**src/rtl/gpio_evt_pkg.sv**
```systemverilog
package gpio_evt_pkg;

  localparam int GRP_IDX_W  = 4;
  localparam int REG_ADDR_W = 8;

  typedef enum logic [1:0] {
    MODE_LEVEL = 2'd0,
    MODE_EDGE  = 2'd1,
    MODE_OFF   = 2'd2,
    MODE_BOTH  = 2'd3
  } evMode_e;

  typedef enum logic [1:0] {
    BANK_STS  = 2'd0,
    BANK_IEN  = 2'd1,
    BANK_WSTS = 2'd2,
    BANK_WEN  = 2'd3
  } bank_e;

  typedef struct packed {
    logic                 wrSts;
    logic                 wrIen;
    logic                 wrWsts;
    logic                 wrWen;
    bank_e                rdBank;
    logic                 grpHit;
    logic [GRP_IDX_W-1:0] grp;
  } regStrobe_t;

endpackage

```
**src/rtl/gpio_evt_decode.sv**
```systemverilog
module gpio_evt_decode
  import gpio_evt_pkg::*;
#(
  parameter int NUM_GROUPS = 2
) (
  input  logic                  regWe,
  input  logic [REG_ADDR_W-1:0] regAddr,
  output regStrobe_t            strobe
);

  localparam logic [GRP_IDX_W:0] GROUP_LIMIT = (GRP_IDX_W+1)'(NUM_GROUPS);

  logic [GRP_IDX_W-1:0] grpSel;
  bank_e                bankSel;
  logic                 hit;

  assign grpSel  = regAddr[2 +: GRP_IDX_W];
  assign bankSel = bank_e'(regAddr[REG_ADDR_W-1 -: 2]);
  // word-aligned accesses to an existing group only
  assign hit     = ({1'b0, grpSel} < GROUP_LIMIT) && (regAddr[1:0] == 2'b00);

  always_comb begin
    strobe        = '0;
    strobe.grp    = grpSel;
    strobe.grpHit = hit;
    strobe.rdBank = bankSel;
    strobe.wrSts  = regWe && hit && (bankSel == BANK_STS);
    strobe.wrIen  = regWe && hit && (bankSel == BANK_IEN);
    strobe.wrWsts = regWe && hit && (bankSel == BANK_WSTS);
    strobe.wrWen  = regWe && hit && (bankSel == BANK_WEN);
  end

endmodule

```
**src/rtl/gpio_evt_core.sv**
```systemverilog
module gpio_evt_core
  import gpio_evt_pkg::*;
#(
  parameter int NUM_PADS   = 40,
  parameter int GROUP_SIZE = 24,
  parameter int WORD_W     = 32,
  parameter int NUM_GROUPS = (NUM_PADS + GROUP_SIZE - 1) / GROUP_SIZE
) (
  input  logic                         clk,
  input  logic                         rst_n,
  input  logic [NUM_PADS-1:0]          padIn,
  input  logic [2*NUM_PADS-1:0]        padMode,
  input  logic [NUM_PADS-1:0]          padInv,
  input  logic [NUM_PADS-1:0]          sciRoute,
  input  regStrobe_t                   strobe,
  input  logic [WORD_W-1:0]            wrData,
  output logic [WORD_W-1:0]            rdData,
  output logic [NUM_GROUPS*WORD_W-1:0] pendingVec,
  output logic                         irqOut,
  output logic                         wakeOut,
  output logic [NUM_PADS-1:0]          stsVec,
  output logic [NUM_PADS-1:0]          wakeStsVec,
  output logic [NUM_GROUPS*WORD_W-1:0] ienFlat,
  output logic [NUM_GROUPS*WORD_W-1:0] wenFlat
);

  localparam int PAD_TOT = NUM_GROUPS * GROUP_SIZE;

  logic [NUM_PADS-1:0] wenPad;
  logic [NUM_PADS-1:0] wakeAct;
  logic [PAD_TOT-1:0]  stsPad;
  logic [PAD_TOT-1:0]  wakePad;
  logic [WORD_W-1:0]   stsWord  [NUM_GROUPS];
  logic [WORD_W-1:0]   wakeWord [NUM_GROUPS];
  logic [WORD_W-1:0]   ienWord  [NUM_GROUPS];
  logic [WORD_W-1:0]   wenWord  [NUM_GROUPS];

  // per-pad event detection and status
  for (genvar p = 0; p < NUM_PADS; p++) begin : g_pad
    localparam int GI = p / GROUP_SIZE;
    localparam int BI = p % GROUP_SIZE;
    logic effIn, effPrev, evt, clrSts, clrWake, stsQ, wakeQ;
    evMode_e mode;

    assign mode  = evMode_e'(padMode[2*p +: 2]);
    assign effIn = padIn[p] ^ padInv[p];

    always_comb begin
      case (mode)
        MODE_LEVEL: evt = effIn;
        MODE_EDGE:  evt = effIn & ~effPrev;
        MODE_BOTH:  evt = effIn ^ effPrev;
        default:    evt = 1'b0;
      endcase
    end

    assign clrSts  = strobe.wrSts  && (strobe.grp == GRP_IDX_W'(GI)) && wrData[BI];
    assign clrWake = strobe.wrWsts && (strobe.grp == GRP_IDX_W'(GI)) && wrData[BI];

    always_ff @(posedge clk or negedge rst_n) begin
      if (!rst_n) begin
        effPrev <= 1'b0;
        stsQ    <= 1'b0;
        wakeQ   <= 1'b0;
      end else begin
        effPrev <= effIn;
        stsQ    <= (stsQ  & ~clrSts)  | evt;
        wakeQ   <= (wakeQ & ~clrWake) | evt;
      end
    end

    assign stsVec[p]     = stsQ;
    assign wakeStsVec[p] = wakeQ;
    assign wenPad[p]     = wenFlat[GI*WORD_W + BI];
    assign wakeAct[p]    = wakeQ & wenPad[p] & ~sciRoute[p];
  end

  always_comb begin
    stsPad                 = '0;
    stsPad[NUM_PADS-1:0]   = stsVec;
    wakePad                = '0;
    wakePad[NUM_PADS-1:0]  = wakeStsVec;
  end

  // per-group enable words and pending vectors
  for (genvar g = 0; g < NUM_GROUPS; g++) begin : g_grp
    logic [WORD_W-1:0] ienQ, wenQ;
    logic              selGrp;

    assign selGrp = (strobe.grp == GRP_IDX_W'(g));

    always_ff @(posedge clk or negedge rst_n) begin
      if (!rst_n) begin
        ienQ <= '0;
        wenQ <= '0;
      end else begin
        if (strobe.wrIen && selGrp) ienQ <= wrData;
        if (strobe.wrWen && selGrp) wenQ <= wrData;
      end
    end

    assign stsWord[g]  = WORD_W'(stsPad[g*GROUP_SIZE +: GROUP_SIZE]);
    assign wakeWord[g] = WORD_W'(wakePad[g*GROUP_SIZE +: GROUP_SIZE]);
    assign ienWord[g]  = ienQ;
    assign wenWord[g]  = wenQ;
    assign ienFlat[g*WORD_W +: WORD_W]    = ienQ;
    assign wenFlat[g*WORD_W +: WORD_W]    = wenQ;
    assign pendingVec[g*WORD_W +: WORD_W] = stsWord[g] & ienQ;
  end

  // read mux
  always_comb begin
    rdData = '0;
    for (int g = 0; g < NUM_GROUPS; g++) begin
      if (strobe.grpHit && (strobe.grp == GRP_IDX_W'(g))) begin
        case (strobe.rdBank)
          BANK_STS:  rdData = stsWord[g];
          BANK_IEN:  rdData = ienWord[g];
          BANK_WSTS: rdData = wakeWord[g];
          default:   rdData = wenWord[g];
        endcase
      end
    end
  end

  // combined outputs, one register stage
  always_ff @(posedge clk or negedge rst_n) begin
    if (!rst_n) begin
      irqOut  <= 1'b0;
      wakeOut <= 1'b0;
    end else begin
      irqOut  <= |pendingVec;
      wakeOut <= |wakeAct;
    end
  end

endmodule

```
**src/rtl/gpio_evt_ctrl.sv**
```systemverilog
module gpio_evt_ctrl
  import gpio_evt_pkg::*;
#(
  parameter int NUM_PADS   = 40,
  parameter int GROUP_SIZE = 24,
  parameter int WORD_W     = 32,
  parameter int NUM_GROUPS = (NUM_PADS + GROUP_SIZE - 1) / GROUP_SIZE
) (
  input  logic                         clk,
  input  logic                         rst_n,
  input  logic [NUM_PADS-1:0]          padIn,
  input  logic [2*NUM_PADS-1:0]        padMode,
  input  logic [NUM_PADS-1:0]          padInv,
  input  logic [NUM_PADS-1:0]          sciRoute,
  input  logic                         regWe,
  input  logic [REG_ADDR_W-1:0]        regAddr,
  input  logic [WORD_W-1:0]            regWdata,
  output logic [WORD_W-1:0]            regRdata,
  output logic [NUM_GROUPS*WORD_W-1:0] pendingVec,
  output logic                         irqOut,
  output logic                         wakeOut
);

  regStrobe_t                   strobe;
  logic [NUM_PADS-1:0]          stsVec;
  logic [NUM_PADS-1:0]          wakeStsVec;
  logic [NUM_GROUPS*WORD_W-1:0] ienFlat;
  logic [NUM_GROUPS*WORD_W-1:0] wenFlat;

  gpio_evt_decode #(.NUM_GROUPS(NUM_GROUPS)) u_decode (
    .regWe   (regWe),
    .regAddr (regAddr),
    .strobe  (strobe)
  );

  gpio_evt_core #(
    .NUM_PADS   (NUM_PADS),
    .GROUP_SIZE (GROUP_SIZE),
    .WORD_W     (WORD_W),
    .NUM_GROUPS (NUM_GROUPS)
  ) u_core (
    .clk        (clk),
    .rst_n      (rst_n),
    .padIn      (padIn),
    .padMode    (padMode),
    .padInv     (padInv),
    .sciRoute   (sciRoute),
    .strobe     (strobe),
    .wrData     (regWdata),
    .rdData     (regRdata),
    .pendingVec (pendingVec),
    .irqOut     (irqOut),
    .wakeOut    (wakeOut),
    .stsVec     (stsVec),
    .wakeStsVec (wakeStsVec),
    .ienFlat    (ienFlat),
    .wenFlat    (wenFlat)
  );

endmodule

```
**config.mk**
```make
export PLATFORM = sky130hd
export DESIGN_NAME = gpio_evt_ctrl
export DESIGN_NICKNAME = d
export VERILOG_FILES = /design/src/rtl/gpio_evt_pkg.sv /design/src/rtl/gpio_evt_decode.sv /design/src/rtl/gpio_evt_core.sv /design/src/rtl/gpio_evt_ctrl.sv
export SDC_FILE = /design/constraint.sdc
export NUM_CORES = 1
export LEC_CHECK = 0
export CAP_MARGIN = 0
export CORE_MARGIN = 1.5
export CORE_UTILIZATION = 55
export DETAILED_ROUTE_END_ITERATION = 12
export DONT_BUFFER_PORTS = 1
export GPL_TIMING_DRIVEN = 0
export MAX_ROUTING_LAYER = met4
export PLACE_DENSITY = 0.8
export SETUP_SLACK_MARGIN = 0.1
export SLEW_MARGIN = 20
export SYNTH_ARGS = -nofsm -noshare
export SYNTH_HDL_FRONTEND = slang
export SYNTH_SLANG_ARGS = --single-unit
```
**constraint.sdc**
```tcl
create_clock -name clk -period 4.17 [get_ports clk]
set_input_delay 0.417 -clock clk [delete_from_list [all_inputs] [get_ports clk]]
set_output_delay 0.417 -clock clk [all_outputs]
set_load 0.01 [all_outputs]
```
; Yosys cells after proc, flatten, opt, wreduce, memory -nomap -nowiden
; Cells that the tools add are included.
[op_classes]
n_eq_ne = 84
n_bitwise = 522
reduce_logical = 141
mux = 44
magnitude_cmp = 1
[op_table]
columns = op, count
row1 = $and A1 B1 Y1, 200
row2 = $pmux W32 S3, 2
row3 = $not A1 Y1, 160
row4 = $pmux W1 S3, 40
row5 = $logic_and A1 B1 Y1, 96
row6 = $eq A2 B2 Y1 const B, 42
row7 = $logic_not A2 Y1, 42
row8 = $eq A2 B1 Y1 const B, 41
row9 = $or A1 B1 Y1, 80
row10 = $xor A1 B1 Y1, 80
row11 = $mux W32, 2
row12 = $reduce_or A64 Y1, 1
row13 = $reduce_or A40 Y1, 1
row14 = $and A16 B32 Y32, 1
row15 = $and A24 B32 Y32, 1
row16 = $eq A4 B1 Y1 const B, 1
row17 = $logic_not A4 Y1, 1
row18 = $lt A4 B2 Y1 const B, 1
[totals]
input_bits = 243
register_bits = 250
elab_cells = 918
output_inout_bits = 98

; Depth between registers and ports, before layout
[logic_depth]
word_depth = 9
depth_mapped = 7
ltp_nobuf = 5

; By module
; Synthesis repeated with hierarchy kept, for this count alone.
[unflattened]
cells_unflattened = 1184
hier_area_um2 = 13618.1
[by_module_without_submodules]
columns = module, seq_area_each_um2, cells_each, n_inst, area_each_um2
row1 = gpio_evt_core, 6256.0, 1168, 1, 13504.2
row2 = gpio_evt_decode, 0.0, 16, 1, 113.9

; Least setup slack after synthesis
; Ideal clock, no wire load.
[synth_timing]
path_type = input -> output
startpoint = input port regAddr[6]
endpoint = output port regRdata[10]
arrival_time_ps = 1844
slack_ps = 1909
required_ps = 3753
n_path_buf = 2
path_stages = 4
path_cell_list = clkbuf_1 -> buf_2 -> mux4_2 -> a22o_1
[synth_between]
elab_chain_cells = 4
elab_cells_between_ends = 7
cone_classes = 2 x eq/ne / 4 x mux / 1 x reduce/logical
[synth_lines]
columns = element, line_no
row1 = from (decl), gpio_evt_ctrl.sv:16  ; input logic [REG_ADDR_W-1:0] regAddr,
row2 = $eq A2 B2 Y1 (tied with other cells), gpio_evt_core.sv:116  ; case (strobe.rdBank)
row3 = $pmux W32 S3, gpio_evt_core.sv:116
row4 = $mux W32, gpio_evt_core.sv:115  ; if (strobe.grpHit && (strobe.grp == GRP_IDX_W'(g))) begin
row5 = $mux W32 (*), gpio_evt_core.sv:115
row6 = to (decl), gpio_evt_ctrl.sv:18  ; output logic [WORD_W-1:0] regRdata,
; Every way passes the cells marked *; elsewhere a longest branch is shown, timed or not.

; Worst setup path in the final report
[layout_timing]
startpoint = input port regAddr[7]
endpoint = output port regRdata[23]
; The elaborated chain is that of the path after synthesis.

==> metrics list <==
- The run finished, with violations left.
- The checks that failed: hold timing.
* Count of input and output buffers: 0
- Combinational logic is responsible for 11.1% of the overall power.
- Buffers added to address setup during post-CTS repair amount to 0.
- Final Wtd Congestion: 0.848
- Once detail routing completed, the nets flagged for antenna violations numbered 0.
- Clock tree from TritonCTS: yes
* Sum of negative setup slack: 0 ns
- The via count of the first global-routing pass was 9,346.
* Placeable Area: 22,800 sq um
- Counting flops with an async set or reset pin after synthesis yields a share of 100%.
* Clock sink count: 250
- Share of cells above drive strength 1: 21.6%
- Tcrit/Tclk final: 73.4%
- Met2 usage in global routing: 50.6%
* Top Usage Layer GRT: met2
* Sequential fraction of the synthesis area: 48.4%
- Antenna violations before repair: 1
- Die outline width: 156 um
- Number of buffers created by CTS: 27
* Drt wl/cell: 24.0 um
* Final number of setup-violating endpoints: 0
- Die Ht: 156 um
- Clock transition at the registers of the reported paths: 0.05 ns
- Highest attainable clock frequency: 327 MHz
- Synthesized area per cell: 11.9 sq um
- Ranked by instance count, the synthesized netlist is headed by sky130_fd_sc_hd__dfrtp_1 (250), sky130_fd_sc_hd__nand2_1 (171), sky130_fd_sc_hd__mux2_2 (128).
- The Yosys step of the flow raised 0 warnings.
* Detailed router's first-iteration violation count: 549
- Max H-tree Level: 1
- The clock period could shrink to 3.06 ns.
- Count of cells resized by post-cts repair: 0
* Count of cell types in the netlist: 32
- Number of optimization iterations in the first detailed-route pass: 5
- Dividing total power by cell area gives a power density of 382 nW/um^2.
* Most repeated cell in the gate-level netlist after synthesis: sky130_fd_sc_hd__dfrtp_1
* Cell internal pwr: 4240 uW
- After the last flow step, the layout net total stands at 1,456.
- Cell area after technology mapping: 12,900 sq um
* Syn-to-layout area delta: 13.3%
* Placed Instance Area: 13,400 sq um
* Seq cells post-synth: 250
* Met3 routing resource usage after global routing: 7.67%
* Type of element launching the critical path: input pin
* Top post-synthesis cells by area: sky130_fd_sc_hd__dfrtp_1 (48%), sky130_fd_sc_hd__mux2_2 (11%), sky130_fd_sc_hd__mux4_2 (7.0%)
* Routed via count divided by cell count: 6.08
- Number of enable flip-flop cells after synthesis: 0
- Yosys top cell by area: sky130_fd_sc_hd__dfrtp_1
- For the final database, setup skew stands at 0.0278 ns.
- Summed over all layers, the routed wires come to 36.2 mm.
* Non-Filler Cell Area, Final: 14,600 sq um
- The number of hold violations in the final report came to 250.
- Crit Reg-Reg Endpoint: u_core.irqOut$_DFF_PN0_
* Met1 usage: 38.1%
- Of the total power, the share spent switching nets is 24.1%.
- Setup repair after global routing left no endpoint under its margin.
- The die covers 24,400 sq um.
- The worst hold path belongs to the class in -> async.
- In this run the core area contains 55 standard-cell rows.
- Net switching power figure: 1350 uW
* Part of the power in registers: 46.4%
* Hold Slack: -0.425 ns
- The later pin in the worst-skew pair is clocked with a latency of 0.54 ns.
* Wire length of the first global-routing pass: 54.3 mm
- Final slew viol count: 0
- Overall power consumption after layout is estimated at 5590 uW.
- Reg-to-reg startpoint: u_core.g_pad[39].stsQ$_DFF_PN0_
- Hold buffers post-CTS: 36
- Headroom to the max-slew limit: 40.4%
- Worst-Margin Slew: 0.895 ns
- After global routing the overflow that remains totals 0.
* # IOs: 341
* Crit path capture type: output port
* Finished Core Util: 64.1%
- Placed wire-length estimate after detailed placement: 26.3 mm
- Worst path required time: 3.75 ns
- Leakage power figure: 0.00650 uW
* Total of max-cap violations: 0
- Worst reg2reg path depth: 4
- For the worst setup path, the data arrival time is 2.64 ns.
* All-layer global routing usage: 30.8%
* Top-area cell type share of the netlist area: 48.4%
- Once the floorplan was initialized, standard cells occupied 56.6% of the core.
* Clk network pwr share: 42.5%
- Among all flip-flop cells after synthesis, the most frequent one is sky130_fd_sc_hd__dfrtp_1.
- Via Count: 9,150
- In this run the clock root is driven by a sky130_fd_sc_hd__clkbuf_16.
* Peak fanout along the critical path: 10
* Start-to-end type of the worst setup path: in -> out
* Maximum clock insertion buffer count: 3
* Post-Syn Instances: 1,085
- VDD sags by at most 0.311 mV.
- Entering global routing, the biggest net connects 251 pins.
* Residual DRC count: 0
- Register-to-register path setup slack: 1.68 ns
[registers in the layout, summed over array words and instances (netlist names)]
name / count
u_core.g_grp.ienQ: 64
u_core.g_grp.wenQ: 64
u_core.g_pad.effPrev: 40
u_core.g_pad.stsQ: 40
u_core.g_pad.wakeQ: 40
u_core.irqOut: 1
u_core.wakeOut: 1
[critical path: stages]
cell	delay [ns]
sky130_fd_sc_hd__buf_1	0.48
sky130_fd_sc_hd__buf_1	0.70
sky130_fd_sc_hd__buf_2	0.46
sky130_fd_sc_hd__mux2i_1	0.12
sky130_fd_sc_hd__o21ai_0	0.44
[worst max path at each step]
stage / startpoint / to / slack [ns] / depth (start not counted)
floorplan: regAddr[6] / regRdata[10] / 1.91 / 4
global placement: regAddr[7] / regRdata[23] / 1.13 / 5
detailed placement: regAddr[7] / regRdata[23] / 1.06 / 5
CTS: regAddr[7] / regRdata[23] / 1.11 / 5
global route: regAddr[7] / regRdata[23] / 0.98 / 5
finish: regAddr[7] / regRdata[23] / 1.11 / 5
[per-stage QoR]
stage	hold slack, ns	worst slack [ns]	cells
after floorplan	0.121	1.91	1108
after global placement	0.128	1.13	1421
after detailed placement	0.128	1.06	1421
after CTS	-0.435	1.11	1505
after global routing	-0.431	0.979	1506
final	-0.425	1.11	1506
[cell families after synthesis]
family | synth area share [%]
AND/OR/NAND/NOR | 8.78
XOR/XNOR | 2.71
other | 0.0290
AO/OA/AOI/OAI | 9.29
flip-flops | 48.4
adder cells (fa/ha/maj) | 3.87
multiplexers | 23.1
buffers and inverters | 3.78
[cell usage in the layout, fill, tap and decap left out, types with 22 or more instances in the layout]
cell,instances
sky130_fd_sc_hd__xor2_1,40
sky130_fd_sc_hd__conb_1,24
sky130_fd_sc_hd__o22ai_1,67
sky130_fd_sc_hd__clkbuf_1,22
sky130_fd_sc_hd__and2_1,40
sky130_fd_sc_hd__buf_4,24
sky130_fd_sc_hd__mux2i_1,62
sky130_fd_sc_hd__ha_1,40
sky130_fd_sc_hd__clkbuf_16,27
sky130_fd_sc_hd__inv_1,40
sky130_fd_sc_hd__nand2_1,171
sky130_fd_sc_hd__mux4_2,40
sky130_fd_sc_hd__dfrtp_1,250
sky130_fd_sc_hd__a21o_1,79
sky130_fd_sc_hd__dlygate4sd3_1,36
sky130_fd_sc_hd__mux2_2,128
[area by class of cell]
type	count	area (sq um)
multi-input cells	758	6270
plain buffers	60	338
diodes	1	2.50
flip-flops and latches	250	6260
fillers	1775	8210
repair buffers	36	360
well taps	313	392
clock inverters	10	109
inverters	40	150
clock buffers	38	767
[power groups by stage]
stage	registers, uW	logic, uW	clock network (uW)
after floorplan	2620	436	0
after global placement	2630	554	0
after detailed placement	2630	577	0
after CTS	2590	620	2390
after global routing	2600	685	2480
final	2590	622	2370
[metal layers]
layer / wire [um] / share of wire, % / vias to the layer above
li1: - / - / 4046
met1: 14100 / 39 / 4608
met2: 17800 / 49 / 427
met3: 3320 / 9.2 / 69
met4: 1030 / 2.9 / 0
met5: 0 / 0 / -
No activity file was read; power rests on OpenSTA's default activity.
